### src/rtl/sdclk_pkg.sv
// sdclk_pkg: shared constants, types and helpers for the SD clock divider.
// Assumes a 16-bit control word and a 10-bit internal divisor.
package sdclk_pkg;

    localparam int CTL_W      = 16;
    localparam int DIV_W      = 10;
    localparam int LO_W       = 8;
    localparam int HI_W       = DIV_W - LO_W;

    localparam int BIT_INT_EN = 0;
    localparam int BIT_STABLE = 1;
    localparam int BIT_OUT_EN = 2;

    // Decoded settings handed from the register stage to the divider
    typedef struct packed {
        logic             int_en;
        logic             out_en;
        logic [DIV_W-1:0] half;
    } clk_cfg_t;

    // Keep only the highest set bit of an older-style divisor field
    function automatic logic [LO_W-1:0] keep_top_bit(input logic [LO_W-1:0] f);
        logic [LO_W-1:0] r;
        r = '0;
        for (int i = 0; i < LO_W; i++) begin
            if (f[i]) r = LO_W'(1) << i;
        end
        return r;
    endfunction

endpackage

### src/rtl/sdclk_regs.sv
// sdclk_regs: holds the control word and decodes the divisor.
// HOST_VER < 2 selects the power-of-two encoding, otherwise the split
// 10-bit encoding. The settled flag arrives from sdclk_stable and is
// masked by the internal enable so it drops on the clearing write edge.
module sdclk_regs
    import sdclk_pkg::*;
#(
    parameter int HOST_VER = 2
) (
    input  logic             clk,
    input  logic             rst_n,
    input  logic             wr,
    input  logic [LO_W-1:0]  wr_lo,
    input  logic [HI_W-1:0]  wr_hi,
    input  logic             wr_int_en,
    input  logic             wr_out_en,
    input  logic             stable_raw,
    output logic             stable,
    output clk_cfg_t         cfg,
    output logic [CTL_W-1:0] rdata
);

    logic            int_en_q;
    logic            out_en_q;
    logic [LO_W-1:0] lo_q;
    logic [HI_W-1:0] hi_rd;

    // Capture the enables and the low divisor byte on a write
    always_ff @(posedge clk) begin
        if (!rst_n) begin
            int_en_q <= 1'b0;
            out_en_q <= 1'b0;
            lo_q     <= '0;
        end else if (wr) begin
            int_en_q <= wr_int_en;
            out_en_q <= wr_out_en;
            lo_q     <= wr_lo;
        end
    end

    generate
        if (HOST_VER < 2) begin : g_pow2
            logic unused_hi_bits;
            assign unused_hi_bits = ^wr_hi;
            assign hi_rd          = '0;
            // Divisor is the top set bit of the byte field
            assign cfg.half       = {{HI_W{1'b0}}, keep_top_bit(lo_q)};
        end else begin : g_split
            logic [HI_W-1:0] hi_q;
            // Capture the upper divisor bits on a write
            always_ff @(posedge clk) begin
                if (!rst_n)  hi_q <= '0;
                else if (wr) hi_q <= wr_hi;
            end
            assign hi_rd    = hi_q;
            assign cfg.half = {hi_q, lo_q};
        end
    endgenerate

    assign stable     = stable_raw & int_en_q;
    assign cfg.int_en = int_en_q;
    assign cfg.out_en = out_en_q;

    // Assemble the readable control word
    always_comb begin
        rdata             = '0;
        rdata[15:8]       = lo_q;
        rdata[7:6]        = hi_rd;
        rdata[BIT_OUT_EN] = out_en_q;
        rdata[BIT_STABLE] = stable;
        rdata[BIT_INT_EN] = int_en_q;
    end

endmodule

### src/rtl/sdclk_stable.sv
// sdclk_stable: models internal clock settling. The flag rises
// STABLE_CYC edges after the internal enable is seen and clears while
// the enable is low. Assumes STABLE_CYC >= 1.
module sdclk_stable #(
    parameter int STABLE_CYC = 16
) (
    input  logic clk,
    input  logic rst_n,
    input  logic int_en,
    output logic stable_raw
);

    localparam int CW = $clog2(STABLE_CYC + 1);

    logic [CW-1:0] cnt_q;
    logic          st_q;

    // Count settling cycles while enabled, restart when disabled
    always_ff @(posedge clk) begin
        if (!rst_n || !int_en) begin
            cnt_q <= '0;
            st_q  <= 1'b0;
        end else if (!st_q) begin
            cnt_q <= cnt_q + 1'b1;
            st_q  <= (cnt_q + 1'b1) == CW'(STABLE_CYC);
        end
    end

    assign stable_raw = st_q;

endmodule

### src/rtl/sdclk_div.sv
// sdclk_div: divides the base clock by 2*half, or passes it through when
// half is zero. A new half value is loaded only while stopped, in
// pass-through, or at the end of a low phase, so no phase is cut short.
// The pass-through gate is retimed on the falling edge so it switches
// only while the base clock is low.
module sdclk_div
    import sdclk_pkg::*;
(
    input  logic             clk,
    input  logic             rst_n,
    input  logic             run,
    input  logic [DIV_W-1:0] half_new,
    output logic             sd_clk
);

    logic [DIV_W-1:0] half_q;
    logic [DIV_W-1:0] cnt_q;
    logic             div_q;
    logic             gate_q;
    logic             bypass;
    logic             phase_end;

    assign bypass    = (half_q == '0);
    assign phase_end = (cnt_q == half_q - DIV_W'(1));

    // Advance the phase counter and toggle the divided output
    always_ff @(posedge clk) begin
        if (!rst_n) begin
            half_q <= '0;
            cnt_q  <= '0;
            div_q  <= 1'b0;
        end else if (!run || bypass) begin
            half_q <= half_new;
            cnt_q  <= '0;
            div_q  <= 1'b0;
        end else if (phase_end) begin
            cnt_q <= '0;
            if (div_q) begin
                div_q <= 1'b0;
            end else begin
                half_q <= half_new;
                div_q  <= (half_new != '0);
            end
        end else begin
            cnt_q <= cnt_q + 1'b1;
        end
    end

    // Open the pass-through gate only while the base clock is low
    always_ff @(negedge clk) begin
        if (!rst_n) gate_q <= 1'b0;
        else        gate_q <= run & bypass;
    end

    assign sd_clk = div_q | (clk & gate_q);

endmodule

### src/rtl/sdclk_gen.sv
// sdclk_gen: top of the SD bus clock divider. Joins the control word,
// the settling model and the divider, and reports the base frequency.
module sdclk_gen
    import sdclk_pkg::*;
#(
    parameter int         HOST_VER   = 2,
    parameter logic [7:0] BASE_MHZ   = 8'd50,
    parameter int         STABLE_CYC = 16
) (
    input  logic        clk,
    input  logic        rst_n,
    input  logic        ctrl_wr,
    input  logic [15:0] ctrl_wdata,
    output logic [15:0] ctrl_rdata,
    output logic [15:0] caps_o,
    output logic        sd_clk
);

    clk_cfg_t cfg;
    logic     stable_raw;
    logic     stable;
    logic     run;
    logic     unused_ctl_bits;

    assign unused_ctl_bits = ^{ctrl_wdata[5:3], ctrl_wdata[BIT_STABLE]};

    sdclk_regs #(.HOST_VER(HOST_VER)) u_regs (
        .clk        (clk),
        .rst_n      (rst_n),
        .wr         (ctrl_wr),
        .wr_lo      (ctrl_wdata[15:8]),
        .wr_hi      (ctrl_wdata[7:6]),
        .wr_int_en  (ctrl_wdata[BIT_INT_EN]),
        .wr_out_en  (ctrl_wdata[BIT_OUT_EN]),
        .stable_raw (stable_raw),
        .stable     (stable),
        .cfg        (cfg),
        .rdata      (ctrl_rdata)
    );

    sdclk_stable #(.STABLE_CYC(STABLE_CYC)) u_stable (
        .clk        (clk),
        .rst_n      (rst_n),
        .int_en     (cfg.int_en),
        .stable_raw (stable_raw)
    );

    assign run = cfg.out_en & stable;

    sdclk_div u_div (
        .clk      (clk),
        .rst_n    (rst_n),
        .run      (run),
        .half_new (cfg.half),
        .sd_clk   (sd_clk)
    );

    assign caps_o = {BASE_MHZ, 8'h00};

endmodule

### config.mk
export PLATFORM = sky130hd
export DESIGN_NAME = sdclk_gen
export DESIGN_NICKNAME = d
export VERILOG_FILES = /design/src/rtl/sdclk_pkg.sv /design/src/rtl/sdclk_regs.sv /design/src/rtl/sdclk_stable.sv /design/src/rtl/sdclk_div.sv /design/src/rtl/sdclk_gen.sv
export SDC_FILE = /design/constraint.sdc
export NUM_CORES = 1
export LEC_CHECK = 0
export ABC_AREA = 1
export BUFFER_PORTS_ARGS = -buffer_cell sky130_fd_sc_hd__clkbuf_2
export CAP_MARGIN = 25
export CORE_UTILIZATION = 55
export CTS_CLUSTER_DIAMETER = 80
export DETAILED_ROUTE_END_ITERATION = 12
export PLACE_DENSITY = 0.89
export SYNTH_ARGS = -nofsm -noshare
export SYNTH_HDL_FRONTEND = slang
export SYNTH_HIERARCHICAL = 1
export SYNTH_SLANG_ARGS = --single-unit
### constraint.sdc
create_clock -name clk -period 2.4 [get_ports clk]
set_clock_uncertainty 0.15 [all_clocks]
set_input_delay 0.48 -clock clk [delete_from_list [all_inputs] [get_ports clk]]
set_output_delay 0.48 -clock clk [all_outputs]
set_load 0.005 [all_outputs]
# Yosys cells after proc, flatten, opt, wreduce, memory -nomap -nowiden

Index checks and enable logic that the tools add are counted.
W data, S select, Z words.

Input port bits: 19
Logic and storage cells: 38
Flip-flop bits (word level): 40
Output and inout bits: 33

$add $sub $neg: 3
Equality and inequality tests: 3
Muxes and demuxes: 5
Bitwise logic cells: 6
Reduce and logical (&&, ||, !) cells: 11

Operator list:

| operator                | count |
|---|---|
| $mux W10                | 3 |
| $add A10 B1 Y10 const B | 1 |
| $eq A10 B10 Y1          | 1 |
| $logic_not A10 Y1       | 1 |
| $reduce_bool A10 Y1     | 1 |
| $sub A10 B1 Y10 const B | 1 |
| $add A5 B1 Y5 const B   | 1 |
| $eq A5 B5 Y1 const B    | 1 |
| $and A1 B1 Y1           | 4 |
| $logic_not A1 Y1        | 3 |
| $reduce_or A3 Y1        | 1 |
| $logic_or A1 B1 Y1      | 2 |
| $mux W1                 | 2 |
| $ne A2 B2 Y1 const B    | 1 |
| $reduce_and A2 Y1       | 1 |
| $reduce_bool A2 Y1      | 1 |
| $reduce_or A2 Y1        | 1 |
| $not A1 Y1              | 1 |
| $or A1 B1 Y1            | 1 |

# Logic depth before layout (Yosys ltp)

Depth in word-level cells: 6
Mapped depth: 15
Depth with buffers taken out: 14

# Cells and area by module

The synthesis kept the hierarchy.

By module, submodules not included:

| module       | instances | seq. area each (µm²) | cells an instance | area each (µm²) |
|---|---|---|---|---|
| sdclk_div    | 1         | 440.4                | 222               | 1398.8 |
| sdclk_regs   | 1         | 240.2                | 96                | 639.4 |
| sdclk_stable | 1         | 120.1                | 44                | 302.8 |
| sdclk_gen    | 1         | 0.0                  | 20                | 135.1 |

==> results.md <==
- The area growth from synthesis to final layout is 9.60%.
- In the final design database the tool counted roughly 430 nets.
- The ratio of total power to cell area is 633 mW/mm².
- The vias after detailed routing is 2,247.
- The number of antenna violations at the first check in global routing is 0.
- For this block, the initial DRC count from the detailed router was about 150.
- The total chip power is 1.72 mW.
- Entering global routing, the biggest net connects 25 pins.
- The cell type contributing the most total cell area after synthesis is sky130_fd_sc_hd__dfxtp_1.
- The number of cell rows is 24.
- 0 antenna diodes ended up in the layout.
- The worst setup slack after placement is -0.0672 ns.
- The average cell area after synthesis is 6.48 µm².
- VDD sags by at most around 330 µV.
- The first-pass GRT wire length is between 8 and 9 mm.
- The endpoint identified for the worst register-to-register timing path is u_div/gate_q$_SDFF_NN0_.
- The leakage power is 1.36 nW.
- Of the synthesized area, sequential elements account for 0.323.
- The proportion of synthesized flip-flops having asynchronous set or reset is 0.
- The checks that failed: design-rule violations, negative setup slack.
- The flop and latch count out of synthesis is 40.
- TritonCTS built the clock tree.
- Sorting the synthesized cells by area gives the leading types as sky130_fd_sc_hd__dfxtp_1 (32%), sky130_fd_sc_hd__nand2_1 (12%), sky130_fd_sc_hd__nor2_1 (10%).
- The die covers about 0.0048 mm².
- Setup repair after global routing could not meet its margin everywhere.
- In the final routed layout, each cell accounts on average for between 10 and 15 µm.
- The hold path endpoint is u_regs/lo_q[5]$_SDFFE_PN0P_.
- In this run the tool buffered the top-level ports with 28 buffer cells.
- The path type of the worst min-delay path is in2reg.
- The most used flip-flop cell after synthesis is sky130_fd_sc_hd__dfxtp_1.
- The critical path is of the reg2out type.
- The final routed DRC violation total is 1.
- The share of synthesized area in the top cell type comes to 0.323.
- STA classifies the critical path startpoint as a flop.
- By instance count, the leading cell after synthesis is sky130_fd_sc_hd__nand2_1.
- The origin of the critical flop-to-flop path is u_div/half_q[0]$_SDFFE_PN0P_.
- The detail-routed via count per cell is 4.92.
- The data arrival time at the worst-slack endpoint is 2.16 ns.
- The floorplan step defined a core boundary enclosing between 0.004 and 0.005 mm².
- Once placement completed, the tool counted placed cells totaling roughly 450.
- The routed wire length is slightly below 5 mm.
- The worst hold path was traced through 5 stages.
- From bottom edge to top edge, the die measures 69.1 µm.
- The flow ran to the end, but the final reports show violations.
- After global routing the overflow that remains totals 0.
- The cell area after synthesis is 0.00248 mm².
- The number of global-route vias before repair is about 2,000.
- The final number of max-transition violations is 0.
- The post-layout worst setup margin is -0.385 ns.
- After routing, the total negative slack on setup checks comes to -0.385 ns.
- The number of I/O pins is between 50 and 60.
- Setup violations remaining at the end of the flow were counted as 2.
- The reported max-cap violation count is 0.
- The final RePlAce weighted congestion is slightly above 0.9.
- The count of different cell masters after synthesis is 28.
- The clock latency on the worst-skew pair is around 0.40 ns.
- After clock tree synthesis, the flow added hold-fix buffers numbering 0.
- The synthesized design contains 0 enable-type register cells.
- In this run the remaining antenna-violating nets after routing total 0.
- The clock-pin slew reported for the worst setup and hold paths after clock tree synthesis is ~0.08 ns.
- The starting utilization of the core area is 0.569.
- Once layout is complete, the cells apart from fillers number 457.
- The length of the first detailed-routing pass in iterations is 10.
- During synthesis, Yosys emitted a total of 6 warnings.
- Once detailed placement completed, the half-perimeter wirelength came to 3.34 mm.
- The setup check on the worst reg-to-reg path leaves a slack of about 0.070 ns.
- The worst setup path is captured at an output pin.
- The hold path startpoint is ctrl_wdata[13].
- The depth of the most critical reg-to-reg path is 6.
- The x dimension of the die is between 60 and 70 µm.
- Of the cells placed in the final design, the portion with a size suffix greater than 1 is 0.160.
- The endpoint required time on the critical path is approximately 1.8 ns.
- The biggest fanout along the worst timing path is 1.
- In the synthesized netlist, the cells that appear most often are sky130_fd_sc_hd__nand2_1 (79), sky130_fd_sc_hd__nor2_1 (69), sky130_fd_sc_hd__inv_1 (43).
- The synthesized instance count is ~380.
- The all-layer global routing usage is 0.217.
- The worst hold slack is between 0.2 and 0.25 ns.
- The final-report hold violation count is 0.
per-stage QoR:
stage / cell area, µm² / utilization
2_1_floorplan: 2540 / -
4_1_cts: 2700 / 0.619
5_1_grt: 2710 / 0.623
6_report: 2710 / 0.623
3_5_place_dp: 2520 / 0.579
3_3_place_gp: 2520 / 0.579
state kept, by name, summed over array words and instances (netlist names):
signal,count
u_div/cnt_q,10
u_div/half_q,10
u_regs/lo_q,8
u_stable/cnt_q,5
u_regs/g_split.hi_q,2
u_div/div_q,1
u_div/gate_q,1
u_regs/int_en_q,1
u_regs/out_en_q,1
u_stable/stable_raw,1
cell type report:
class	count	area, µm²
Tap cell	52	65.1
Clock inverter	3	63.8
Timing Repair Buffer	38	218
Sequential cell	40	801
Clock buffer	9	115
Fill cell	356	1640
Inverter	50	188
Multi-Input combinational cell	265	1260
cells in the final DEF, fill, tap and decap left out, types with 2 or more instances in the layout:
cell | synthesis | routed
sky130_fd_sc_hd__nor2_1 | 69 | 69
sky130_fd_sc_hd__nand2_2 | 3 | 3
sky130_fd_sc_hd__nand4_1 | 2 | 2
sky130_fd_sc_hd__nor4_1 | 3 | 2
sky130_fd_sc_hd__xnor2_1 | 6 | 6
sky130_fd_sc_hd__nand3b_1 | 2 | 2
sky130_fd_sc_hd__nand2_1 | 79 | 79
sky130_fd_sc_hd__conb_1 | 3 | 19
sky130_fd_sc_hd__inv_2 | 6 | 7
sky130_fd_sc_hd__buf_4 | 34 | 11
sky130_fd_sc_hd__clkbuf_8 | 0 | 8
sky130_fd_sc_hd__nand3_1 | 38 | 38
sky130_fd_sc_hd__a21oi_1 | 15 | 15
sky130_fd_sc_hd__inv_1 | 43 | 42
sky130_fd_sc_hd__dfxtp_1 | 40 | 40
sky130_fd_sc_hd__xor2_1 | 10 | 10
sky130_fd_sc_hd__bufinv_16 | 0 | 2
sky130_fd_sc_hd__o21ai_0 | 3 | 3
sky130_fd_sc_hd__nor2_2 | 3 | 2
sky130_fd_sc_hd__ha_1 | 4 | 3
sky130_fd_sc_hd__nor3_1 | 4 | 4
sky130_fd_sc_hd__clkinv_1 | 2 | 2
sky130_fd_sc_hd__clkbuf_2 | 0 | 28
worst max-delay path: stages (launching register included):
cell,delay [ns]
sky130_fd_sc_hd__dfxtp_1,0.29
sky130_fd_sc_hd__nand2_1,0.04
sky130_fd_sc_hd__nand2_1,0.05
sky130_fd_sc_hd__clkbuf_2,0.10
where the power goes:
group / internal, mW / switching, mW / leakage, nW
clock network: 0.518 / 0.259 / 0.104
registers: 0.686 / 0.0248 / 0.327
logic: 0.0949 / 0.136 / 0.930
cells by family after synthesis:
kind of cell	count (synthesis)	share of synthesized area
AO/OA/AOI/OAI	20	0.0414
XOR/XNOR	16	0.0566
adder cells (fa/ha/maj)	4	0.0202
buffers and inverters	93	0.200
flip-flops	40	0.323
other	3	0.00455
AND/OR/NAND/NOR	206	0.354
worst max path at each step:
| stage | to | cells after the start | slack [ns] | start |
|---|---|---|---|---|
| after floorplan | u_div/gate_q$_SDFF_NN0_ | 6 | -0.05 | u_div/half_q[0]$_SDFFE_PN0P_ |
| after global placement | u_div/gate_q$_SDFF_NN0_ | 6 | -0.03 | u_div/half_q[1]$_SDFFE_PN0P_ |
| after detailed placement | u_div/gate_q$_SDFF_NN0_ | 6 | -0.07 | u_div/half_q[1]$_SDFFE_PN0P_ |
| after CTS | sd_clk | 3 | -0.40 | u_div/gate_q$_SDFF_NN0_ |
| after global routing | sd_clk | 3 | -0.44 | u_div/gate_q$_SDFF_NN0_ |
| final | sd_clk | 3 | -0.39 | u_div/gate_q$_SDFF_NN0_ |
per-layer routing:
layer  vias up  wire length [µm]  part of all wire  track usage
li1       1170                 -                 -            -
met2        98              2280              0.47        0.354
met4         0               140             0.029        0.120
met1       963              2160              0.44        0.257
met3        16               303             0.062       0.0585
met5         -                 0                 0            0
timing repair:
| action | 4_1_cts | 5_1_grt |
|---|---|---|
| resized for setup | 1 | 2 |
| gates cloned | 0 | 0 |
| endpoints found under the hold margin | 0 | 0 |
| setup buffers | 0 | 0 |
| setup endpoints to repair | 3 | 3 |
Power figures use the tool's default switching activity.
